<file path="config.mk">
export PLATFORM = sky130hd
export DESIGN_NAME = pwm_cmp_channel
export DESIGN_NICKNAME = d
export VERILOG_FILES = /design/src/rtl/pwm_cmp_pkg.sv /design/src/rtl/pwm_cmp_ctrl.sv /design/src/rtl/pwm_cmp_datapath.sv /design/src/rtl/pwm_cmp_channel.sv
export SDC_FILE = /design/constraint.sdc
export NUM_CORES = 1
export LEC_CHECK = 0
export ABC_AREA = 1
export CELL_PAD_IN_SITES_DETAIL_PLACEMENT = 2
export CELL_PAD_IN_SITES_GLOBAL_PLACEMENT = 2
export CORE_UTILIZATION = 25
export CTS_CLUSTER_SIZE = 12
export DETAILED_ROUTE_END_ITERATION = 6
export PLACE_DENSITY = 0.83
export SYNTH_ARGS = -nofsm -noshare
export SYNTH_HDL_FRONTEND = slang
export SYNTH_SLANG_ARGS = --single-unit
export TNS_END_PERCENT = 20
</file>
<file path="constraint.sdc">
create_clock -name clk -period 1.91 [get_ports clk]
set_input_delay 0.2865 -clock clk [delete_from_list [all_inputs] [get_ports clk]]
set_output_delay 0.2865 -clock clk [all_outputs]
set_load 0.01 [all_outputs]
</file>
<file path="src/rtl/pwm_cmp_pkg.sv">
package pwm_cmp_pkg;

  // Byte addresses seen on the CPU bus
  localparam logic [1:0] ADDR_LO   = 2'd0;
  localparam logic [1:0] ADDR_HI   = 2'd1;
  localparam logic [1:0] ADDR_FLAG = 2'd2;

  // Strobes handed from control to datapath for one cycle
  typedef struct packed {
    logic tempLoad;    // capture upper byte
    logic bufLoad;     // commit word into shadow
    logic actLoadCpu;  // commit word directly into active
    logic actLoadBuf;  // copy shadow into active
    logic flagClr;     // write-one-to-clear of flag
    logic rdSelBuf;    // reads come from shadow
  } cmpCtrl_t;

endpackage

</file>
<file path="src/rtl/pwm_cmp_ctrl.sv">
module pwm_cmp_ctrl
  import pwm_cmp_pkg::*;
#(
  parameter int MODE_W = 4,
  parameter int BUS_W  = 8
) (
  input  logic [MODE_W-1:0] modeSel,
  input  logic              topEvt,
  input  logic              bottomEvt,
  input  logic [1:0]        busAddr,
  input  logic [BUS_W-1:0]  busWrData,
  input  logic              busWr,
  output cmpCtrl_t          ctrl
);

  logic shadowOn;
  logic loadAtBottom;
  logic loadEvt;

  // Mode decode: plain counting modes bypass the shadow,
  // dual-slope modes 8 and 9 reload at BOTTOM, the rest at TOP.
  always_comb begin
    shadowOn     = 1'b1;
    loadAtBottom = 1'b0;
    case (modeSel)
      MODE_W'(0), MODE_W'(4), MODE_W'(12): shadowOn = 1'b0;
      MODE_W'(8), MODE_W'(9):              loadAtBottom = 1'b1;
      default: ;
    endcase
  end

  assign loadEvt = loadAtBottom ? bottomEvt : topEvt;

  always_comb begin
    ctrl            = '0;
    ctrl.rdSelBuf   = shadowOn;
    ctrl.tempLoad   = busWr && (busAddr == ADDR_HI);
    ctrl.bufLoad    = busWr && (busAddr == ADDR_LO) && shadowOn;
    ctrl.actLoadCpu = busWr && (busAddr == ADDR_LO) && !shadowOn;
    ctrl.actLoadBuf = shadowOn && loadEvt;
    ctrl.flagClr    = busWr && (busAddr == ADDR_FLAG) && busWrData[0];
  end

endmodule

</file>
<file path="src/rtl/pwm_cmp_datapath.sv">
module pwm_cmp_datapath
  import pwm_cmp_pkg::*;
#(
  parameter int BUS_W = 8
) (
  input  logic                 clk,
  input  logic                 rstN,
  input  cmpCtrl_t             ctrl,
  input  logic [2*BUS_W-1:0]   counterVal,
  input  logic [1:0]           busAddr,
  input  logic [BUS_W-1:0]     busWrData,
  input  logic                 busRd,
  output logic [BUS_W-1:0]     busRdData,
  output logic                 matchPulse,
  output logic                 cmpFlag
);

  localparam int WORD_W = 2 * BUS_W;
  localparam int LANES  = WORD_W / BUS_W;

  logic [BUS_W-1:0]  tempReg;
  logic [WORD_W-1:0] bufReg;
  logic [WORD_W-1:0] activeReg;
  logic [WORD_W-1:0] cpuWord;
  logic [WORD_W-1:0] rdWord;
  logic [BUS_W-1:0]  laneByte [LANES];

  assign cpuWord = {tempReg, busWrData};

  always_ff @(posedge clk or negedge rstN) begin
    if (!rstN) tempReg <= '0;
    else if (ctrl.tempLoad) tempReg <= busWrData;
  end

  always_ff @(posedge clk or negedge rstN) begin
    if (!rstN) bufReg <= '0;
    else if (ctrl.bufLoad) bufReg <= cpuWord;
  end

  always_ff @(posedge clk or negedge rstN) begin
    if (!rstN) activeReg <= '0;
    else if (ctrl.actLoadCpu) activeReg <= cpuWord;
    else if (ctrl.actLoadBuf) activeReg <= bufReg;
  end

  assign matchPulse = (counterVal == activeReg);

  // Set has priority over the software clear
  always_ff @(posedge clk or negedge rstN) begin
    if (!rstN) cmpFlag <= 1'b0;
    else if (matchPulse) cmpFlag <= 1'b1;
    else if (ctrl.flagClr) cmpFlag <= 1'b0;
  end

  assign rdWord = ctrl.rdSelBuf ? bufReg : activeReg;

  for (genvar g = 0; g < LANES; g++) begin : g_lane
    assign laneByte[g] = rdWord[g*BUS_W +: BUS_W];
  end

  always_comb begin
    busRdData = '0;
    if (busRd) begin
      case (busAddr)
        ADDR_LO:   busRdData = laneByte[0];
        ADDR_HI:   busRdData = laneByte[LANES-1];
        ADDR_FLAG: busRdData = BUS_W'(cmpFlag);
        default:   busRdData = '0;
      endcase
    end
  end


  temp_hold_chk: assert property (@(posedge clk) disable iff (!rstN)
    !ctrl.tempLoad |=> $stable(tempReg));


  act_direct_chk: assert property (@(posedge clk) disable iff (!rstN)
    ctrl.actLoadCpu |=> activeReg == {$past(tempReg), $past(busWrData)});


  act_hold_chk: assert property (@(posedge clk) disable iff (!rstN)
    !(ctrl.actLoadCpu || ctrl.actLoadBuf) |=> $stable(activeReg));


  act_from_buf_chk: assert property (@(posedge clk) disable iff (!rstN)
    (ctrl.actLoadBuf && !ctrl.actLoadCpu) |=> activeReg == $past(bufReg));


  flag_set_chk: assert property (@(posedge clk) disable iff (!rstN)
    matchPulse |=> cmpFlag);


  flag_rise_chk: assert property (@(posedge clk) disable iff (!rstN)
    $rose(cmpFlag) |-> $past(matchPulse));


  flag_clr_chk: assert property (@(posedge clk) disable iff (!rstN)
    (ctrl.flagClr && !matchPulse) |=> !cmpFlag);

endmodule

</file>
<file path="src/rtl/pwm_cmp_channel.sv">
module pwm_cmp_channel
  import pwm_cmp_pkg::*;
#(
  parameter int MODE_W = 4,
  parameter int BUS_W  = 8
) (
  input  logic                 clk,
  input  logic                 rstN,
  input  logic [MODE_W-1:0]    modeSel,
  input  logic [2*BUS_W-1:0]   counterVal,
  input  logic                 topEvt,
  input  logic                 bottomEvt,
  input  logic [1:0]           busAddr,
  input  logic [BUS_W-1:0]     busWrData,
  input  logic                 busWr,
  input  logic                 busRd,
  output logic [BUS_W-1:0]     busRdData,
  output logic                 matchPulse,
  output logic                 cmpFlag
);

  cmpCtrl_t ctrl;

  pwm_cmp_ctrl #(.MODE_W(MODE_W), .BUS_W(BUS_W)) u_ctrl (
    .modeSel   (modeSel),
    .topEvt    (topEvt),
    .bottomEvt (bottomEvt),
    .busAddr   (busAddr),
    .busWrData (busWrData),
    .busWr     (busWr),
    .ctrl      (ctrl)
  );

  pwm_cmp_datapath #(.BUS_W(BUS_W)) u_dp (
    .clk        (clk),
    .rstN       (rstN),
    .ctrl       (ctrl),
    .counterVal (counterVal),
    .busAddr    (busAddr),
    .busWrData  (busWrData),
    .busRd      (busRd),
    .busRdData  (busRdData),
    .matchPulse (matchPulse),
    .cmpFlag    (cmpFlag)
  );


  direct_excl_chk: assert property (@(posedge clk) disable iff (!rstN)
    !(ctrl.actLoadCpu && ctrl.bufLoad));

endmodule

</file>
Word-level counts from Yosys, hierarchy flattened --
Index checks and enable logic that the tools add are counted.
Word-level totals: register bits after elaboration 41, input bits 36, logic and storage cells 34, output and inout bits 10
Cells by class: reductions and logical operators 13, muxes and demuxes 10, eq/ne operators 7
Operator list (number):
- two-way mux 16 bit | 3
- case mux 8 bit (3 select lines) | 1
- == test 16 bit | 1
- == test 4 bit (second input constant) | 3
- two-way mux 8 bit | 1
- logical AND 1 bit | 7
- two-way mux 1 bit | 5
- == test 4 x 3 -> 1 bit (second input constant) | 1
- logical NOT 4 bit | 1
- nonzero test 2 bit | 2
- OR reduction 3 bit | 1
- == test 2 x 1 -> 1 bit (second input constant) | 1
- == test 2 bit (second input constant) | 1
- logical NOT 2 bit | 1
- OR reduction 2 bit | 1

Longest topological paths before layout --
Gate-level depths: netlist (run 1).
word-level depth 7, mapped depth 10, mapped depth without buffers 9

Cells and area by module --
Synthesis (run 1) repeated with hierarchy kept, for this count alone.
Second synthesis, totals: cell total of the unflattened synthesis 309, area, all modules 2377.3 um^2
Modules (own cells, without submodules):
- pwm_cmp_datapath | cells each 291, area an instance 2283.4 um^2, times used 1
- pwm_cmp_ctrl | cells each 18, area an instance 93.8 um^2, times used 1

Worst setup path before layout (run 1) --
Ideal clock, no wire load.
kind input port to output port, start point in modeSel[2], end point out busRdData[4], arrival 1.126 ns, buffers on the path 1, stages 7, data required time 1.623 ns, setup slack 0.498 ns, cell sequence inv_1 nand2_1 nand2_4 clkbuf_1 o21ai_0 nand2_1 a21oi_1
Between the ends: longest elaborated chain between the ends 5, elaborated cells on any way between the ends 7, those cells by class eq/ne: 2; mux: 3; reduce/logical: 2
Ends and longest elaborated chain:
- start, declared | RTL line pwm_cmp_channel.sv:9 | input logic [MODE_W-1:0] modeSel,
- == test 4 x 3 -> 1 bit, or another cell as far along | RTL line pwm_cmp_ctrl.sv:25 | case (modeSel)
- OR reduction 3 bit * | RTL line pwm_cmp_ctrl.sv:25
- two-way mux 16 bit * | RTL line pwm_cmp_datapath.sv:55 | assign rdWord = ctrl.rdSelBuf ? bufReg : activeReg;
- case mux 8 bit (3 select lines) * | RTL line pwm_cmp_datapath.sv:64 | case (busAddr)
- two-way mux 8 bit * | RTL line pwm_cmp_datapath.sv:63 | if (busRd) begin
- end, declared | RTL line pwm_cmp_channel.sv:17 | output logic [BUS_W-1:0] busRdData,
Every way passes the cells marked *; elsewhere a longest branch is shown, timed or not.

Worst setup path after layout (run 1) --
start point in counterVal[3], end point out matchPulse
Between the ends: longest elaborated chain between the ends 1
Ends and longest elaborated chain:
- start, declared | RTL line pwm_cmp_channel.sv:10 | input logic [2*BUS_W-1:0] counterVal,
- == test 16 bit | RTL line pwm_cmp_datapath.sv:46 | assign matchPulse = (counterVal == activeReg);
- end, declared | RTL line pwm_cmp_channel.sv:18 | output logic matchPulse,
Every way passes these cells.

==> results of run 1 <==
-- flip-flops by register name, summed over array words and instances, names as in the netlist --
register and count:
u_dp.bufReg 16, u_dp.cmpFlag 1, u_dp.activeReg 16, u_dp.tempReg 8
-- final cells by class --
| cell class | count | area share [%] |
|---|---|---|
| multi-input cells | 268 | 35.59 |
| flip-flops and latches | 41 | 29.04 |
| well taps | 133 | 4.710 |
| inverters | 66 | 7.082 |
| clock inverters | 3 | 1.948 |
| repair buffers | 74 | 19.69 |
| clock buffers | 5 | 1.948 |
-- kinds of logic (layout without fill, tap and decap cells) --
| family | Yosys count | count (layout) | synth area share (%) |
|---|---|---|---|
| simple gates | 211 | 213 | 35.40 |
| buf+inv | 80 | 148 | 12.80 |
| compound gates | 55 | 55 | 11.42 |
| flops | 41 | 41 | 40.37 |
-- worst register-to-register path, delay by kind of cell, from the launching register on --
family / cells / cell delay, ns
buf+inv: 3 / 0.35
flops: 1 / 0.43
simple gates: 7 / 0.59
-- worst paths after layout --
check | startpoint | endpoint | cells past startpoint
setup / recovery | counterVal[3] | matchPulse | 10
hold / removal | rstN | u_dp.activeReg[2]$_DFFE_PN0P_ | 2
min in group clk | u_dp.tempReg[0]$_DFFE_PN0P_ | u_dp.tempReg[0]$_DFFE_PN0P_ | 2
max in group asynchronous | rstN | u_dp.activeReg[15]$_DFFE_PN0P_ | 2
setup reg to reg | u_dp.activeReg[1]$_DFFE_PN0P_ | u_dp.cmpFlag$_DFFE_PN0P_ | 10
hold reg to reg | u_dp.tempReg[0]$_DFFE_PN0P_ | u_dp.tempReg[0]$_DFFE_PN0P_ | 2
-- report_power, final --
| part | internal, mW | leakage [nW] | switching, mW |
|---|---|---|---|
| clock network | 0.526 | 0.0687 | 0.332 |
| registers | 1.04 | 0.524 | 0.181 |
| logic | 0.347 | 1.30 | 0.529 |
-- metal layers --
metal,track usage (%),wire length (um)
met1,25.54,4621
met2,34.67,4999
met5,0,0
met4,7.151,319
met3,1.220,253
-- Yosys cell counts --
cell,instances,area (um2)
nand2_1,161,604.3
inv_1,65,244.0
o21ai_0,44,220.2
dfrtp_1,41,1026
nand4_1,16,100.1
nand3_1,15,75.07
nor2_1,12,45.04
a21oi_1,7,35.03
buf_2,6,30.03
clkbuf_1,6,22.52
o21ai_2,4,35.03
buf_6,2,22.52
nand2_4,2,22.52
nand3_2,2,20.02
nor2_4,2,22.52
inv_4,1,6.260
nor3_2,1,10.01
-- repair_timing --
item	in CTS	in global routing
cloned	1	1
gates resized for setup	51	9
pin swaps	5	8
endpoints found under the setup margin	9	10
buffers inserted	2	4
-- stage by stage --
stage	area [um2]	setup WS, ns
2_1_floorplan	2541	0.4976
5_1_grt	3533	-0.1152
3_5_place_dp	3288	-0.5477
3_3_place_gp	3288	-0.4811
4_1_cts	3473	-0.08494
6_report	3533	-0.03471
==> results.md, run 1 <==
* Layout cell share with drive strength beyond 1 at 15.32%
* Peak Freq at 0.5142 GHz
* First-pass GRT wire length at 15550 um
* IO Pins at 46
* Gr usage total at 19.72%
* Final setup violation count at 1
* Crit-path cells: clkdlybuf4s50_1 > inv_1 > nand2_1 > nand2_1 > nor2_1 > nand2_1 > nor2_1 > nand2_1 > inv_1 > clkdlybuf4s15_2
* Slew @ Worst Pin at 0.5488 ns
* Yosys cell types at 17
* TritonRoute pass-1 iters at 4
* ANT nets after route at 0
* Final Util at 35.98%
* Post-DP HPWL at 7612 um
* Commonest non-fill, non-tap cell in the layout: nand2_1
* Commonest cells after routing, fill and taps aside: nand2_1, inv_1, dfrtp_1
* Syn Nets at 423
* Placed Cells at 574
* # rows at 36
* Clock Sink Count at 41
* Core ar. at 9819 um2
* Cell count after synthesis at 387
* Crit. End Element: primary output
* Final Total Pwr at 2.959 mW
* CP max-delay cell: clkdlybuf4s50_1
* Failing checks: negative setup slack
* Routed WL at 10190 um
* FF/Latch Area at 1026 um2
* Die width at 102.8 um
* Fin worst setup slack at -0.03471 ns
* Sequential-to-total area share from yosys stat at 40.37%
* Initial antenna violation count at 0
* Final Non-Filler Cells at 590
* Leakage power at 1.895 nW
* Max Cap Viol at 0
* H-tree levels at 2
* Initial Utilization at 25.88%
* Area growth, synth to finish at 39.04%
* Final Hold Vio Count at 0
* Pwr/cell area at 837.5 nW/um2
* Worst Path Buf+Inv at 4
* Synthesized area at 2541 um2
* Clock Latency Late Sink at 0.30 ns
* Placer Congestion at 0.7903
* Family with the most delay on the worst path: buffers and inverters
* Vias in the first global route at 2997
* Fillers at 1201
* Average routed wire per standard cell at 17.28 um
* N_diodes at 0
* CTS clk-pin slew, worst paths at 0.09 ns
* Hold_ws at 0.04911 ns
* Final Cycle Share at 101.8%
* CTS Hold Buffers Added at 0
* Die area at 10570 um2
* CTS Buffer Depth at 2
* Setup crit start kind: input port
* Clk_skew at 0.01200 ns
* Hold Path Class: input port to asynchronous set/reset pin
* Min Tclk post-route at 1.945 ns
* YS warnings at 0
* Slew HR at 63.41%
* Largest vdd supply drop at 0.0003551 V
* Syn Area/Cell at 6.566 um2
* Outcome: finished with violations
* Total global routing overflow at 0
* Flops & latches, synth at 41
* Critical path required time at 1.62 ns
* Unrepaired setup endpoints after global routing: true
* Remaining DRCs at 0
* Number of port buffers at 45
* Area taken by multi-input logic gates at 1257 um2
* Most frequent CP cell: nand2_1
* Critical path class: input port to primary output
* Maximum number of pins on one net before global-route repair at 42
* CP arrival at 1.66 ns
* R2r setup slk at 0.49 ns
* Via density at 4.692
* Root buffer cell: clkbuf_8
* Slew Viols, Final at 0
* Fin nets at 492
* Worst-path maximum fanout at 2
* Via Count at 2768
* DRT iter0 DRCs at 159
* Die height at 102.8 um
* Max stage delay on crit path at 0.48 ns
* Setup_tns at -0.03471 ns
* Number of buffers created by CTS at 5
* TritonCTS clock tree: built
Power figures use the tool's default switching activity.
==> run 2: changes to the inputs <==
--- a/config.mk
+++ b/config.mk
@@ -8,6 +8,7 @@
 export ABC_AREA = 1
 export CELL_PAD_IN_SITES_DETAIL_PLACEMENT = 2
 export CELL_PAD_IN_SITES_GLOBAL_PLACEMENT = 2
+export CORE_MARGIN = 8
 export CORE_UTILIZATION = 25
 export CTS_CLUSTER_SIZE = 12
 export DETAILED_ROUTE_END_ITERATION = 6
==> run 2 against run 1 <==
Against the previous run:
- the run now ends clean
- combinational power decreased by 1%
- power decreased by 4.6%
- routed wire length is 1.2% higher
- worst hold slack improved by 0.0050 ns
- worst setup slack better by 0.078 ns
- critical path type unchanged
==> results.md, run 2 (synthesis results as in run 1) <==
* FF/Latch Area at 1026 um2 (unchanged)
* DRT iter0 DRCs at 144 (-9.4%)
* Crit. End Element: primary output
* IO Pins at 46 (unchanged)
* Number of port buffers at 45 (unchanged)
* Total global routing overflow at 0 (unchanged)
* Area taken by multi-input logic gates at 1287 um2 (+2.4%)
* CTS Buffer Depth at 2 (unchanged)
* Gr usage total at 15.95% (-3.8 points)
* Initial antenna violation count at 0 (unchanged)
* Final Non-Filler Cells at 587 (-0.51%)
* Area growth, synth to finish at 37.42%
* CTS Hold Buffers Added at 0 (unchanged)
* Die width at 116.8 um (+14%)
* Commonest non-fill, non-tap cell in the layout: nand2_1
* Final Total Pwr at 2.822 mW (-4.6%)
* Clock Sink Count at 41 (unchanged)
* Critical path required time at 1.62 ns (about the same)
* RR Startpoint: u_dp.activeReg[6]$_DFFE_PN0P_
* CTS clk-pin slew, worst paths at 0.08 ns (about the same)
* Via Count at 2750 (-0.65%)
* Number of buffers created by CTS at 5 (unchanged)
* Fin nets at 486 (-1.2%)
* Reg2reg end: u_dp.cmpFlag$_DFFE_PN0P_
* Die area at 13650 um2 (+29%)
* Outcome: finished clean
* Hold Path Class: input port to asynchronous set/reset pin
* Post-DP HPWL at 7819 um (+2.7%)
* Die height at 116.8 um (+14%)
* Clock Latency Late Sink at 0.29 ns (about the same)
* Placer Congestion at 0.7553 (-4.4%)
* Max Cap Viol at 0 (unchanged)
* Average routed wire per standard cell at 17.58 um (+1.8%)
* N_diodes at 0 (unchanged)
* R2r worst-path depth at 9 (-1)
* Worst-path maximum fanout at 7 (+5)
* Initial Utilization at 25.18% (-0.70 points)
* Final Hold Vio Count at 0 (unchanged)
* Final Cycle Share at 97.71% (-4.1 points)
* CP arrival at 1.58 ns (-0.08 ns)
* Core ar. at 10090 um2 (+2.8%)
* Slew Viols, Final at 0 (unchanged)
* Maximum number of pins on one net before global-route repair at 42 (unchanged)
* Layout cell share with drive strength beyond 1 at 15.08% (-0.24 points)
* Peak Freq at 0.5358 GHz (+4.2%)
* Leakage power at 1.854 nW (-2.1%)
* # rows at 37 (+2.8%)
* DP Worst Slack at -0.7263 ns (-0.1786 ns)
* Regs by FF count: u_dp.activeReg: 16 flops, u_dp.bufReg: 16 flops, u_dp.tempReg: 8 flops
* Remaining DRCs at 0 (unchanged)
* Slew @ Worst Pin at 0.5539 ns (+0.005089 ns)
* Setup crit start kind: input port
* Min Tclk post-route at 1.866 ns (-0.07850 ns)
* Fillers at 1222 (+1.7%)
* ANT nets after route at 0 (unchanged)
* Pwr/cell area at 808.2 nW/um2 (-3.5%)
* Routed WL at 10320 um (+1.2%)
* WL met2 at 5096 um (+1.9%)
* Critical path class: input port to primary output
* Clk_skew at 0.006454 ns (-0.005551 ns)
* Unrepaired setup endpoints after global routing: true
* H-tree levels at 2 (unchanged)
* Commonest cells after routing, fill and taps aside: nand2_1, inv_1, dfrtp_1
* Wire length on met3 at 436 um (+72%)
* Placed Cells at 576 (+0.35%)
* TritonRoute pass-1 iters at 4 (unchanged)
* Cell area after placement at 3272 um2 (-0.49%)
* Slew HR at 63.07% (-0.34 points)
* First-pass GRT wire length at 16710 um (+7.5%)
* Largest vdd supply drop at 0.0002576 V (-27%)
* Final setup violation count at 0 (-1)
* Post-route cell area at 3492 um2 (-1.2%)
* Root buffer cell: clkbuf_8
* Vias in the first global route at 3094 (+3.2%)
* R2r setup slk at 0.61 ns (+0.12 ns)
* Via density at 4.685 (-0.14%)
* Wire length on met1 at 4572 um (-1.1%)
* Uppermost layer routed: met4
* Worst Setup SP: modeSel[0]
* TritonCTS clock tree: built
* Fin worst setup slack at 0.04379 ns (+0.07850 ns)
* Hold_ws at 0.05407 ns (+0.004956 ns)
run 2: worst max-delay path by stage:
stage,end,slack [ns],cells past startpoint
floorplan,busRdData[4],0.50,7
global placement,busRdData[4],-0.58,8
detailed placement,busRdData[4],-0.73,8
CTS,matchPulse,-0.02,10
global route,busRdData[1],-0.04,7
finish,busRdData[0],0.04,11
run 2: metal layers:
metal  vias up  track usage, %
li1       1326               -
met1      1352           19.86
met2        61           27.81
met3        11           2.052
met4         0           5.375
met5         -               0
run 2: stage by stage:
step	TNS (ns)	utilization, %
4_1_cts	-0.02091	34.25
2_1_floorplan	0	-
5_1_grt	-0.1469	34.60
3_5_place_dp	-8.724	32.42
3_3_place_gp	-6.181	32.42
6_report	0	34.60
run 2: worst max-delay path, cell delays in order:
cell	delay, ns
dlygate4sd2_1	0.26
nor2_4	0.25
buf_12	0.16
nand2_8	0.07
buf_4	0.14
nand2_1	0.05
nand3_1	0.06
nand3_1	0.07
nand2_1	0.06
inv_2	0.06
buf_6	0.09
run 2: final cells by class:
type,count,share of cell area [%]
Timing Repair Buffer,68,18.38
Clock buffer,7,2.472
Tap cell,136,4.873
Multi-Input combinational cell,268,36.87
Sequential cell,41,29.38
Inverter,66,7.166
Clock inverter,1,0.8599
run 2: repair_timing:
item | CTS | global route
pin swaps | 8 | 4
endpoints found under the setup margin | 11 | 12
gates cloned | 2 | 0
buffers inserted | 1 | 0
resized for setup | 53 | 17
run 2: report_power, final:
part	leakage [nW]	total [mW]	internal, mW	switching [mW]
combinational	1.27	0.864	0.342	0.523
sequential	0.524	1.23	1.04	0.186
clock	0.0585	0.729	0.426	0.303
total	1.85	2.82	1.81	1.01
